## config.mk

```make
export PLATFORM = sky130hd
export DESIGN_NAME = refcmp_timer
export DESIGN_NICKNAME = d
export VERILOG_FILES = /design/src/rtl/tmr_pkg.sv /design/src/rtl/tmr_edge_sync.sv /design/src/rtl/tmr_src_sel.sv /design/src/rtl/tmr_prescale.sv /design/src/rtl/refcmp_timer.sv
export SDC_FILE = /design/constraint.sdc
export NUM_CORES = 1
export LEC_CHECK = 0
export BUFFER_PORTS_ARGS = -buffer_cell sky130_fd_sc_hd__buf_4
export CAP_MARGIN = 0
export CORE_ASPECT_RATIO = 0.9
export CORE_MARGIN = 2
export CORE_UTILIZATION = 64
export DETAILED_ROUTE_END_ITERATION = 8
export PLACE_DENSITY = 0.92
export REMOVE_ABC_BUFFERS = 1
export SLEW_MARGIN = 40
export SYNTH_ARGS = -nofsm -noshare
export SYNTH_HDL_FRONTEND = slang
export SYNTH_SLANG_ARGS = --single-unit
```

## constraint.sdc

```tcl
create_clock -name clk -period 4.55 [get_ports clk]
set_input_delay 0.455 -clock clk [delete_from_list [all_inputs] [get_ports clk]]
set_output_delay 0.455 -clock clk [all_outputs]
set_load 0.01 [all_outputs]
```

## src/rtl/tmr_pkg.sv

```systemverilog
package tmr_pkg;
    localparam int CNT_W  = 16;
    localparam int REG_W  = 16;
    localparam int ADDR_W = 3;

    typedef enum logic [1:0] {
        SRC_CASC  = 2'b00,
        SRC_SYS   = 2'b01,
        SRC_DIV   = 2'b10,
        SRC_PIN   = 2'b11
    } clk_src_e;

    typedef enum logic [1:0] {
        CAP_OFF   = 2'b00,
        CAP_RISE  = 2'b01,
        CAP_FALL  = 2'b10,
        CAP_BOTH  = 2'b11
    } cap_mode_e;

    localparam logic [ADDR_W-1:0] A_GCTL = 3'd0;
    localparam logic [ADDR_W-1:0] A_MODE = 3'd1;
    localparam logic [ADDR_W-1:0] A_REF  = 3'd2;
    localparam logic [ADDR_W-1:0] A_CAPT = 3'd3;
    localparam logic [ADDR_W-1:0] A_CNT  = 3'd4;
    localparam logic [ADDR_W-1:0] A_EVT  = 3'd5;

    typedef struct packed {
        logic [2:0]       gctl;
        logic [REG_W-1:0] mode;
        logic [CNT_W-1:0] refv;
        logic [CNT_W-1:0] capv;
        logic [CNT_W-1:0] cnt;
        logic [1:0]       evt;
        logic             tout;
    } tmr_state_t;
endpackage

```

## src/rtl/tmr_edge_sync.sv

```systemverilog
module tmr_edge_sync #(
    parameter int STAGES = 2
) (
    input  logic clk,
    input  logic rst_n,
    input  logic pin_i,
    output logic rise_o,
    output logic fall_o
);
    localparam int MSB = STAGES - 1;

    typedef struct packed {
        logic [STAGES-1:0] chain;
        logic              prev;
    } sync_t;

    sync_t st_d, st_q;

    always_comb begin
        st_d       = st_q;
        st_d.chain = {st_q.chain[STAGES-2:0], pin_i};
        st_d.prev  = st_q.chain[MSB];
        rise_o     = st_q.chain[MSB] & ~st_q.prev;
        fall_o     = ~st_q.chain[MSB] & st_q.prev;
    end

    always_ff @(posedge clk or negedge rst_n) begin
        if (!rst_n) st_q <= '0;
        else        st_q <= st_d;
    end


    rise_single_chk: assert property (@(posedge clk) disable iff (!rst_n)
        rise_o |=> !rise_o);

    fall_single_chk: assert property (@(posedge clk) disable iff (!rst_n)
        fall_o |=> !fall_o);
endmodule

```

## src/rtl/tmr_src_sel.sv

```systemverilog
module tmr_src_sel #(
    parameter int DIV_W = 4
) (
    input  logic       clk,
    input  logic       rst_n,
    input  logic       clear_i,
    input  logic       en_i,
    input  logic [1:0] src_i,
    input  logic       casc_i,
    input  logic       pin_rise_i,
    output logic       src_tick_o
);
    import tmr_pkg::*;

    logic [DIV_W-1:0] div_d, div_q;
    logic             div_tick;

    always_comb begin
        div_d = div_q;
        if (clear_i)   div_d = '0;
        else if (en_i) div_d = div_q + 1'b1;
        div_tick = en_i & (&div_q);
        unique case (clk_src_e'(src_i))
            SRC_CASC: src_tick_o = en_i & casc_i;
            SRC_SYS:  src_tick_o = en_i;
            SRC_DIV:  src_tick_o = div_tick;
            SRC_PIN:  src_tick_o = en_i & pin_rise_i;
            default:  src_tick_o = 1'b0;
        endcase
    end

    always_ff @(posedge clk or negedge rst_n) begin
        if (!rst_n) div_q <= '0;
        else        div_q <= div_d;
    end


    src_gated_chk: assert property (@(posedge clk) disable iff (!rst_n)
        src_tick_o |-> en_i);

    div_wrap_chk: assert property (@(posedge clk) disable iff (!rst_n)
        (div_tick && !clear_i) |=> (div_q == '0));
endmodule

```

## src/rtl/tmr_prescale.sv

```systemverilog
module tmr_prescale #(
    parameter int PSC_W = 8
) (
    input  logic             clk,
    input  logic             rst_n,
    input  logic             clear_i,
    input  logic             src_tick_i,
    input  logic [PSC_W-1:0] limit_i,
    output logic             tick_o
);
    logic [PSC_W-1:0] pcnt_d, pcnt_q;

    always_comb begin
        tick_o = src_tick_i & (pcnt_q >= limit_i);
        pcnt_d = pcnt_q;
        if (clear_i)         pcnt_d = '0;
        else if (tick_o)     pcnt_d = '0;
        else if (src_tick_i) pcnt_d = pcnt_q + 1'b1;
    end

    always_ff @(posedge clk or negedge rst_n) begin
        if (!rst_n) pcnt_q <= '0;
        else        pcnt_q <= pcnt_d;
    end


    psc_source_chk: assert property (@(posedge clk) disable iff (!rst_n)
        tick_o |-> src_tick_i);

    psc_restart_chk: assert property (@(posedge clk) disable iff (!rst_n)
        tick_o |=> (pcnt_q == '0));
endmodule

```

## src/rtl/refcmp_timer.sv

```systemverilog
module refcmp_timer #(
    parameter int PSC_W       = 8,
    parameter int DIV_W       = 4,
    parameter int SYNC_STAGES = 2
) (
    input  logic        clk,
    input  logic        rst_n,
    input  logic        wr_en_i,
    input  logic [2:0]  wr_addr_i,
    input  logic [15:0] wr_data_i,
    input  logic [2:0]  rd_addr_i,
    output logic [15:0] rd_data_o,
    input  logic        casc_tick_i,
    input  logic        tin_i,
    output logic        irq_o,
    output logic        tout_o
);
    import tmr_pkg::*;

    localparam int PSC_LSB = REG_W - PSC_W;

    tmr_state_t st_d, st_q;

    logic             run, cnt_en;
    logic             pin_rise, pin_fall;
    logic             src_tick, tick;
    logic             match, cap_hit;
    logic [1:0]       src_sel;
    cap_mode_e        cap_mode;
    logic             restart, ref_ie, tog_mode;
    logic [PSC_W-1:0] psc_val;

    assign run      = st_q.gctl[0];
    assign cnt_en   = run & ~st_q.gctl[1] & ~st_q.gctl[2];
    assign psc_val  = st_q.mode[REG_W-1:PSC_LSB];
    assign cap_mode = cap_mode_e'(st_q.mode[7:6]);
    assign tog_mode = st_q.mode[5];
    assign ref_ie   = st_q.mode[4];
    assign restart  = st_q.mode[3];
    assign src_sel  = st_q.mode[2:1];

    tmr_edge_sync #(.STAGES(SYNC_STAGES)) u_sync (
        .clk    (clk),
        .rst_n  (rst_n),
        .pin_i  (tin_i),
        .rise_o (pin_rise),
        .fall_o (pin_fall)
    );

    tmr_src_sel #(.DIV_W(DIV_W)) u_src (
        .clk        (clk),
        .rst_n      (rst_n),
        .clear_i    (~run),
        .en_i       (cnt_en),
        .src_i      (src_sel),
        .casc_i     (casc_tick_i),
        .pin_rise_i (pin_rise),
        .src_tick_o (src_tick)
    );

    tmr_prescale #(.PSC_W(PSC_W)) u_psc (
        .clk        (clk),
        .rst_n      (rst_n),
        .clear_i    (~run),
        .src_tick_i (src_tick),
        .limit_i    (psc_val),
        .tick_o     (tick)
    );

    always_comb begin
        match   = tick & (st_q.cnt == st_q.refv);
        cap_hit = run & (((cap_mode == CAP_RISE || cap_mode == CAP_BOTH) && pin_rise) ||
                         ((cap_mode == CAP_FALL || cap_mode == CAP_BOTH) && pin_fall));

        st_d = st_q;

        if (wr_en_i) begin
            unique case (wr_addr_i)
                A_GCTL:  st_d.gctl = wr_data_i[2:0];
                A_MODE:  st_d.mode = wr_data_i;
                A_REF:   st_d.refv = wr_data_i;
                A_EVT:   st_d.evt  = st_q.evt & ~wr_data_i[1:0];
                default: ;
            endcase
        end

        if (!run)
            st_d.cnt = '0;
        else if (wr_en_i && wr_addr_i == A_CNT)
            st_d.cnt = wr_data_i;
        else if (tick)
            st_d.cnt = (match && restart) ? '0 : st_q.cnt + 1'b1;

        if (match) st_d.evt[1] = 1'b1;
        if (cap_hit) begin
            st_d.evt[0] = 1'b1;
            st_d.capv   = st_q.cnt;
        end

        st_d.tout = tog_mode ? (st_q.tout ^ match) : match;
    end

    always_ff @(posedge clk or negedge rst_n) begin
        if (!rst_n) st_q <= '0;
        else        st_q <= st_d;
    end

    always_comb begin
        unique case (rd_addr_i)
            A_GCTL:  rd_data_o = {13'd0, st_q.gctl};
            A_MODE:  rd_data_o = st_q.mode;
            A_REF:   rd_data_o = st_q.refv;
            A_CAPT:  rd_data_o = st_q.capv;
            A_CNT:   rd_data_o = st_q.cnt;
            A_EVT:   rd_data_o = {14'd0, st_q.evt};
            default: rd_data_o = '0;
        endcase
    end

    assign irq_o  = (st_q.evt[1] & ref_ie) | (st_q.evt[0] & (cap_mode != CAP_OFF));
    assign tout_o = st_q.tout;


    hold_reset_chk: assert property (@(posedge clk) disable iff (!rst_n)
        !run |=> (st_q.cnt == '0));

    halt_hold_chk: assert property (@(posedge clk) disable iff (!rst_n)
        (run && !cnt_en && !(wr_en_i && wr_addr_i == A_CNT)) |=> $stable(st_q.cnt));

    restart_zero_chk: assert property (@(posedge clk) disable iff (!rst_n)
        (match && restart && !(wr_en_i && wr_addr_i == A_CNT)) |=> (st_q.cnt == '0));

    ref_event_chk: assert property (@(posedge clk) disable iff (!rst_n)
        match |=> st_q.evt[1]);

    cap_event_chk: assert property (@(posedge clk) disable iff (!rst_n)
        cap_hit |=> st_q.evt[0]);

    irq_source_chk: assert property (@(posedge clk) disable iff (!rst_n)
        irq_o |-> (st_q.evt != 2'b00));

    pulse_width_chk: assert property (@(posedge clk) disable iff (!rst_n)
        (tout_o && !tog_mode && !match) |=> !tout_o);
endmodule

```

==> metrics.yaml, run 1 <==
worstPathArrival_ns: 3.09
synth.cell_area_um2: 4836
initial_core_util_pct: 65.07
seq_area_frac_synth_pct: 43.98
ctsHoldBuffers: 0
postRouteAntennaNets: 0
synth_cell_types: 49
worst_slew_pin_slew_ns: 0.7004
htree_levels: 3
fillers: 530
start_kind: "flip-flop"
cts_sinks: 85
cp-end-kind: "flip-flop"
syn_to_final_growth_pct: 10.53
relSlewSlack_pct: 53.10
syn_avg_cell_area_um2: 9.829
min_path_type: "input port to asynchronous set/reset pin"
cts_setup_buffers: 0
antenna_found_initial: 0
cts_resized: 0
grt_overflow: 0
crit_path_max_fanout: 18
synth_edf_count: 0
ys.flop_type: "dfrtp_1"
wl_um: 11900
die_h_um: 86.47
grt_max_degree: 86
insertion_delay_ns: 0.36
p_leak_nw: 2.304
finalCriticalPeriod_ns: 2.810
syn_inst: 492
cp-startpoint: "psc_val[3]$_DFFE_PN0P_"
tns_ns: 0
wl_per_cell_um: 19.45
fmax_mhz: 355.8
drc: 0
crit_type: "flip-flop to flip-flop"
place.gp.congestion: 0.8589
clkTransAtPathRegs_ns: 0.08
dp_slack_ns: 1.872
num_io_pins: 45
power_mw: 1.921
numCtsBuffers: 9
std_cell_rows: 30
synth.top_cell.area_share_pct: 43.98
drive_above_1_share_pct: 22.67
async_reset_ff_share_pct: 100.0
period_share_pct: 61.77
clk_path_buf_depth: 2
drtPass1Iterations: 6
ir_worst_vdd_v: 0.0002587
drv_cap: 0
synth_area_leader_cell: "dfrtp_1"
timing.final.hold_violations: 0
via_count: 4027
grt_pass1_vias: 3945
cts_root_buf: "clkbuf_8"
coreArea_um2: 7432
dieArea_um2: 8268
powerDensity_nw_per_um2: 359.4
nNetsFinal: 550
ys_warn_count: 0
drt_iter0_markers: 381
die_w_um: 95.63
finalSetupViolations: 0
reg2reg_from: "psc_val[3]$_DFFE_PN0P_"
cts_tree: "done"
synthTopCellsByArea: "dfrtp_1 44%, mux2_2 11%, nand2_1 4.3%"
grtUsageTotal_pct: 30.89
place_hpwl_um: 7914
antenna_cells: 0
grt_pass1_wl_um: 19400
finClkSkew_ns: 0.009938
rsz0062_at_grt: "false"
io_buffers: 44
synth-seq-cells: 85
vias_per_cell: 6.580
status: "finished clean"
critical_path_required_ns: 4.83
report.final.slew_viol_count: 0
setup_slack_ns: 1.740
metal layers:
metal	wire length, um	track usage (%)	up-vias
li1	-	-	1802
met5	0	0	-
met3	810	6.783	40
met2	5648	49.01	209
met4	395	12.08	0
met1	5048	41.64	1976
power breakdown:
group	internal (mW)	total, mW	leakage (nW)	switching [mW]
Clock	0.248	0.515	0.0919	0.267
Combinational	0.213	0.435	1.11	0.222
Sequential	0.862	0.971	1.10	0.109
Total	1.32	1.92	2.30	0.598
flip-flops by register name, indices dropped and copies added, names as in the netlist, 2 cells and up:
name,flops
cap_mode,2
psc_val,8
src_sel,2
st_q,54
u_psc.pcnt_q,8
u_src.div_q,4
u_sync.st_d,2
critical path: stages, from the launching register on:
cell	delay, ns
dfrtp_1	0.36
inv_1	0.09
ha_1	0.28
nor2_1	0.04
or3_1	0.39
o221ai_2	0.42
and2b_1	0.64
nand3_2	0.28
o2bb2ai_1	0.23
area by class of cell:
| class | instances | area, um^2 | share of cell area [%] |
|---|---|---|---|
| clock buffers | 10 | 127.6 | 2.388 |
| inverters | 13 | 48.80 | 0.9129 |
| repair buffers | 48 | 366.6 | 6.859 |
| multi-input cells | 355 | 2502 | 46.82 |
| flip-flops and latches | 85 | 2127 | 39.79 |
| well taps | 96 | 120.1 | 2.247 |
| clock inverters | 5 | 52.55 | 0.9831 |
cells in the final DEF, fill, tap and decap left out, drive strengths merged, types with 13 or more instances in the layout:
cell and count:
mux2i 13, nand2 56, nand3 20, o21ai 24, a22oi 16, mux2 47
xnor2 21, dfrtp 85, nand4 21, buf 47, inv 13, nor2 21
o22ai 15
logic make-up (layout without fill, tap and decap cells):
family	Yosys count	in the layout	share of synthesized area [%]
buffers and inverters	52	76	4.424
AO/OA/AOI/OAI	92	92	12.42
AND/OR/NAND/NOR	165	165	17.52
multiplexers	61	61	14.10
adder cells (fa/ha/maj)	11	11	2.846
flip-flops	85	85	43.98
XOR/XNOR	26	26	4.709
per-stage QoR:
stage	instance area, um^2	hold WS, ns	util (%)	cells
after floorplan	4671	0.1594	-	453
after global placement	5151	0.3368	69.31	597
after detailed placement	5160	0.3607	69.43	597
after CTS	5340	0.1767	71.85	612
after global routing	5345	0.1801	71.92	612
final	5345	0.1422	71.92	612
worst paths after layout:
kind                                       endpoint  slack [ns]  depth (start not counted)
setup / recovery               st_q[11]$_DFFE_PN0P_        1.74                          8
hold / removal                      run$_DFFE_PN0P_        0.14                          1
setup reg to reg               st_q[11]$_DFFE_PN0P_        1.74                          8
hold reg to reg            u_sync.st_d[0]$_DFF_PN0_        0.39                          0
max in group asynchronous      st_q[16]$_DFFE_PN0P_        3.96                          1
min in group clk           u_sync.st_d[2]$_DFF_PN0_        0.19                          1
cell usage after synthesis (all sizes together) (6+ instances only):
| master | instances |
|---|---|
| o21ai | 24 |
| clkbuf | 28 |
| inv | 13 |
| o2bb2ai | 6 |
| buf | 11 |
| nand3 | 20 |
| and2 | 7 |
| mux2 | 47 |
| a22oi | 16 |
| or3 | 8 |
| xnor2 | 21 |
| nor2 | 21 |
| ha | 11 |
| nand2 | 56 |
| dfrtp | 85 |
| nor2b | 7 |
| nand4 | 21 |
| o22ai | 15 |
| a21oi | 12 |
| mux2i | 13 |
No activity file was read; power rests on OpenSTA's default activity.
==> run 2, diff against run 1 <==
--- a/config.mk
+++ b/config.mk
@@ -9,9 +9,9 @@
 export CAP_MARGIN = 0
 export CORE_ASPECT_RATIO = 0.9
 export CORE_MARGIN = 2
-export CORE_UTILIZATION = 64
+export CORE_UTILIZATION = 60
 export DETAILED_ROUTE_END_ITERATION = 8
-export PLACE_DENSITY = 0.92
+export PLACE_DENSITY = 0.87
 export REMOVE_ABC_BUFFERS = 1
 export SLEW_MARGIN = 40
 export SYNTH_ARGS = -nofsm -noshare
==> constraint.sdc (replaced) <==
create_clock -name clk -period 2.87 [get_ports clk]
set_input_delay 0.287 -clock clk [delete_from_list [all_inputs] [get_ports clk]]
set_output_delay 0.287 -clock clk [all_outputs]
set_load 0.01 [all_outputs]
==> run 2 against run 1 <==
Effect of this change:
- largest power group unchanged
- final cell count is 2.5% higher
- clock power increased by 50%
- die area grew 6.4%
- critical path type unchanged
- power is 57% higher
- sequential share of layout area decreased by 0.56 points
- routed wire length is 3.0% higher
- worst setup slack got worse by 1.3 ns
- hold slack worse by 0.20 ns
- largest cell class unchanged
- clock-buffer cell count is 1 higher
- the run now ends with hold timing left
- sequential cell count did not move
- clock skew rose by 0.0021 ns
==> metrics.yaml, run 2 (synthesis gave the netlist of run 1 again) <==
grt_max_degree: 86
status: "finished, violations left"
p_leak_nw: 2.348
crit_slowest_cell: "dfrtp_1"
antenna_found_initial: 0
place.gp.congestion: 0.8997
drt_iter0_markers: 461
grt_overflow: 0
coreArea_um2: 7951
reg2reg_from: "u_psc.pcnt_q[5]$_DFFE_PN0P_"
cts_setup_buffers: 0
rr_endpoint: "st_q[16]$_DFFE_PN0P_"
rsz0062_at_grt: "false"
die_h_um: 89.17
worst-r2r-setup-slack_ns: 0.41
dieArea_um2: 8795
cts_tree: "done"
cts_sinks: 85
max_stage_delay_ns: 0.42
fmax_mhz: 405.8
cp-startpoint: "u_psc.pcnt_q[5]$_DFFE_PN0P_"
worstPathArrival_ns: 2.70
cp-end-kind: "flip-flop"
drv_cap: 0
finalSetupViolations: 0
timing.final.hold_violations: 48
fin_util_pct: 68.18
use_met2_pct: 46.44
postRouteAntennaNets: 0
drc: 0
die_w_um: 98.63
cp_top_family: "simple AND/OR/NAND/NOR gates"
insertion_delay_ns: 0.36
period_share_pct: 85.87
htree_levels: 3
tns_ns: 0
cts_root_buf: "clkbuf_8"
largest-register: "st_q"
worst_slew_pin_slew_ns: 0.8160
num_io_pins: 45
io_buffers: 44
place_hpwl_um: 8379
worst-path-buf-inv: 0
fillers: 590
clk_path_buf_depth: 2
cts_resized: 0
antenna_cells: 0
grtUsageTotal_pct: 29.07
relSlewSlack_pct: 45.60
syn_to_final_growth_pct: 12.11
powerDensity_nw_per_um2: 555.4
use_met3_pct: 5.551
crit_type: "flip-flop to flip-flop"
ctsHoldBuffers: 0
std_cell_rows: 31
min_path_type: "input port to asynchronous set/reset pin"
nNetsFinal: 561
initial_core_util_pct: 60.82
grt_pass1_vias: 3874
critical_path_required_ns: 3.11
vias_per_cell: 6.447
top_usage_layer: "met2"
start_kind: "flip-flop"
crit_path_max_fanout: 11
r2r_cells: 7
report.final.slew_viol_count: 0
ir_worst_vdd_v: 0.0003874
via_count: 4042
gr-usage-met1_pct: 40.64
final_cell_mix: "85 x dfrtp_1, 58 x buf_4, 56 x nand2_1"
wl_per_cell_um: 19.55
drive_above_1_share_pct: 23.86
drtPass1Iterations: 5
final_common_cell: "dfrtp_1"
holdWs_ns: -0.05331
grt_pass1_wl_um: 19700
clkTransAtPathRegs_ns: 0.08
violations: "hold timing"
finalCriticalPeriod_ns: 2.464
numCtsBuffers: 9
wl_um: 12260
finClkSkew_ns: 0.01208
largest_reg_flops: 54
fin_cells: 627
dp_cells: 611
cp_cell_sequence: "ha_1 -> nand2_1 -> or3_1 -> o221ai_2 -> nand2b_1 -> a32oi_1 -> nand3_1"
[run 2: layout make-up]
type	instances	area (um^2)	share of cell area, %
clock buffer	11	141.4	2.608
clock inverter	5	36.28	0.6693
tap	99	123.9	2.285
multi-input combinational	355	2495	46.02
sequential	85	2127	39.23
timing repair buffer	59	449.2	8.285
inverter	13	48.80	0.9001
[run 2: power by group]
| group | switching [mW] | internal, mW | leakage [nW] |
|---|---|---|---|
| registers | 0.182 | 1.37 | 1.10 |
| clock network | 0.432 | 0.338 | 0.0815 |
| logic | 0.349 | 0.343 | 1.16 |
| total | 0.963 | 2.05 | 2.35 |
[run 2: worst max-delay path by stage]
stage | to | slack, ns | cells after the start
after global routing | st_q[15]$_DFFE_PN0P_ | 0.25 | 8
final | st_q[16]$_DFFE_PN0P_ | 0.41 | 7
after global placement | st_q[11]$_DFFE_PN0P_ | 0.56 | 8
after floorplan | tout_o$_DFF_PN0_ | 0.69 | 7
after detailed placement | st_q[16]$_DFFE_PN0P_ | 0.46 | 7
after CTS | st_q[16]$_DFFE_PN0P_ | 0.44 | 7
[run 2: metrics by stage]
step | worst slack, ns | instance area (um^2) | power, mW
final | 0.4055 | 5421 | 3.011
after global routing | 0.2526 | 5421 | 3.163
after CTS | 0.4404 | 5419 | 3.012
after detailed placement | 0.4591 | 5241 | 2.251
after global placement | 0.5648 | 5238 | 2.212
after floorplan | 0.6882 | 4671 | 1.949
[run 2: routing by layer]
| metal | share of wire [%] | wire (um) |
|---|---|---|
| met1 | 43 | 5270 |
| met3 | 8.7 | 1061 |
| met2 | 47 | 5721 |
| met5 | 0 | 0 |
| met4 | 1.6 | 202 |
[run 2: worst reg2reg max path, cell delays in order, from the launching register on]
cell and delay (ns):
dfrtp_1 0.42, ha_1 0.31, nand2_1 0.05, or3_1 0.36, o221ai_2 0.42, nand2b_1 0.37
a32oi_1 0.32, nand3_1 0.10
==> run 3, diff against run 2 <==
--- a/config.mk
+++ b/config.mk
@@ -10,6 +10,7 @@
 export CORE_ASPECT_RATIO = 0.9
 export CORE_MARGIN = 2
 export CORE_UTILIZATION = 60
+export CTS_BUF_LIST = sky130_fd_sc_hd__clkbuf_16
 export DETAILED_ROUTE_END_ITERATION = 8
 export PLACE_DENSITY = 0.87
 export REMOVE_ABC_BUFFERS = 1
==> run 3 against run 2 <==
Effect of this change:
- the run still ends with hold timing left
- maximum frequency is 0.28% higher
- die area is the same
- core utilization rose by 1.1 points
- sequential cell count stayed put
- worst setup slack improved by 0.0069 ns
- critical endpoint unchanged
- power is 9.7% higher
- clock power rose by 36%
- critical path depth unchanged
==> metrics.yaml, run 3 (synthesis gave the netlist of run 1 again) <==
status: "finished, violations left"
violations: "hold timing"
finalCriticalPeriod_ns: 2.458
die_w_um: 98.63
grt_max_degree: 86
ir_worst_vdd_v: 0.0003964
dp_cells: 611
cp-end-kind: "flip-flop"
reg2reg_from: "u_psc.pcnt_q[5]$_DFFE_PN0P_"
grt_pass1_vias: 3954
post-route-cell-area_um2: 5513
drive_above_1_share_pct: 23.67
grtUsageTotal_pct: 29.60
dieArea_um2: 8795
cts_sinks: 85
relSlewSlack_pct: 47.54
crit_type: "flip-flop to flip-flop"
rsz0062_at_grt: "false"
drt_iter0_markers: 453
antenna_cells: 0
start_kind: "flip-flop"
cts_root_buf: "clkbuf_16"
via_count: 4036
fillers: 583
drv_cap: 0
worst-r2r-setup-slack_ns: 0.41
postRouteAntennaNets: 0
wl_per_cell_um: 19.88
grt_overflow: 0
crit_path_max_fanout: 11
r2r_cells: 7
rr_endpoint: "st_q[16]$_DFFE_PN0P_"
coreArea_um2: 7951
numCtsBuffers: 9
period_share_pct: 85.63
endpoint: "st_q[16]$_DFFE_PN0P_"
grt_pass1_wl_um: 19970
ctsHoldBuffers: 0
worstPathArrival_ns: 2.67
finalSetupViolations: 0
min_path_type: "input port to asynchronous set/reset pin"
dpl_cell_area_um2: 5241
tns_ns: 0
drc: 0
antenna_found_initial: 0
p_leak_nw: 2.393
place_hpwl_um: 8379
critical_path_required_ns: 3.08
crit_slowest_cell: "dfrtp_1"
fin_cells: 627
drtPass1Iterations: 5
clk_path_buf_depth: 2
largest-register: "st_q"
place.gp.congestion: 0.8997
timing.final.hold_violations: 8
std_cell_rows: 31
clkTransAtPathRegs_ns: 0.06
final_cell_mix: "85 x dfrtp_1, 58 x buf_4, 56 x nand2_1"
cp_cell_sequence: "ha_1 -> nand2_1 -> or3_1 -> o221ai_2 -> nand2b_1 -> a32oi_1 -> nand3_1"
num_io_pins: 45
report.final.slew_viol_count: 0
holdWs_ns: -0.01327
worst_slew_pin_slew_ns: 0.7868
fmax_mhz: 406.9
die_h_um: 89.17
initial_core_util_pct: 60.82
power_mw: 3.305
max_stage_delay_ns: 0.41
insertion_delay_ns: 0.34
io_buffers: 44
final_common_cell: "dfrtp_1"
nNetsFinal: 561
cp-startpoint: "u_psc.pcnt_q[5]$_DFFE_PN0P_"
finClkSkew_ns: 0.006971
largest_reg_flops: 54
cts_tree: "done"
cts_resized: 0
powerDensity_nw_per_um2: 599.5
cts_setup_buffers: 0
wl_um: 12470
vias_per_cell: 6.437
syn_to_final_growth_pct: 14.00
htree_levels: 3
run 3: cell type report:
type | count | area, um^2 | area share [%]
multi-input cells | 355 | 2495 | 45.26
flip-flops and latches | 85 | 2127 | 38.58
repair buffers | 59 | 449.2 | 8.148
clock buffers | 9 | 225.2 | 4.085
well taps | 99 | 123.9 | 2.247
inverters | 13 | 48.80 | 0.8852
clock inverters | 7 | 43.79 | 0.7944
run 3: worst min-delay path by stage:
stage,from,cells past startpoint,to
3_5_place_dp,u_sync.st_d[2]$_DFF_PN0_,0,u_sync.st_d[0]$_DFF_PN0_
3_3_place_gp,u_sync.st_d[2]$_DFF_PN0_,0,u_sync.st_d[0]$_DFF_PN0_
2_1_floorplan,rst_n,0,cap_mode[0]$_DFFE_PN0P_
5_1_grt,tin_i,1,u_sync.st_d[2]$_DFF_PN0_
6_report,rst_n,1,psc_val[4]$_DFFE_PN0P_
4_1_cts,rst_n,1,u_psc.pcnt_q[1]$_DFFE_PN0P_
run 3: critical path: cells and delay by family, from the launching register on:
kind                       cells  cell delay [ns]
AOI/OAI and AO/OA              2             0.72
adders and majority gates      1             0.31
DFF                            1             0.41
and+or+nand+nor                4             0.90
run 3: routing by layer:
layer  up-vias  part of all wire (%)  global-route usage, %
met4         0                   2.3                  11.46
met2       218                    46                  46.51
met3        39                   8.7                  8.288
li1       1824                     -                      -
met5         -                     0                      0
met1      1955                    43                  39.74
run 3: report_power, final:
part | switching, mW | internal [mW] | total [mW] | leakage (nW)
Clock | 0.473 | 0.579 | 1.05 | 0.126
Sequential | 0.185 | 1.37 | 1.55 | 1.10
Combinational | 0.355 | 0.344 | 0.698 | 1.16
Total | 1.01 | 2.29 | 3.30 | 2.39
run 3: through the flow:
step	worst slack, ns	util, %
after floorplan	0.6882	-
after global placement	0.5648	65.87
after detailed placement	0.4591	65.92
after CTS	0.4461	69.30
after global routing	0.2412	69.33
final	0.4124	69.33
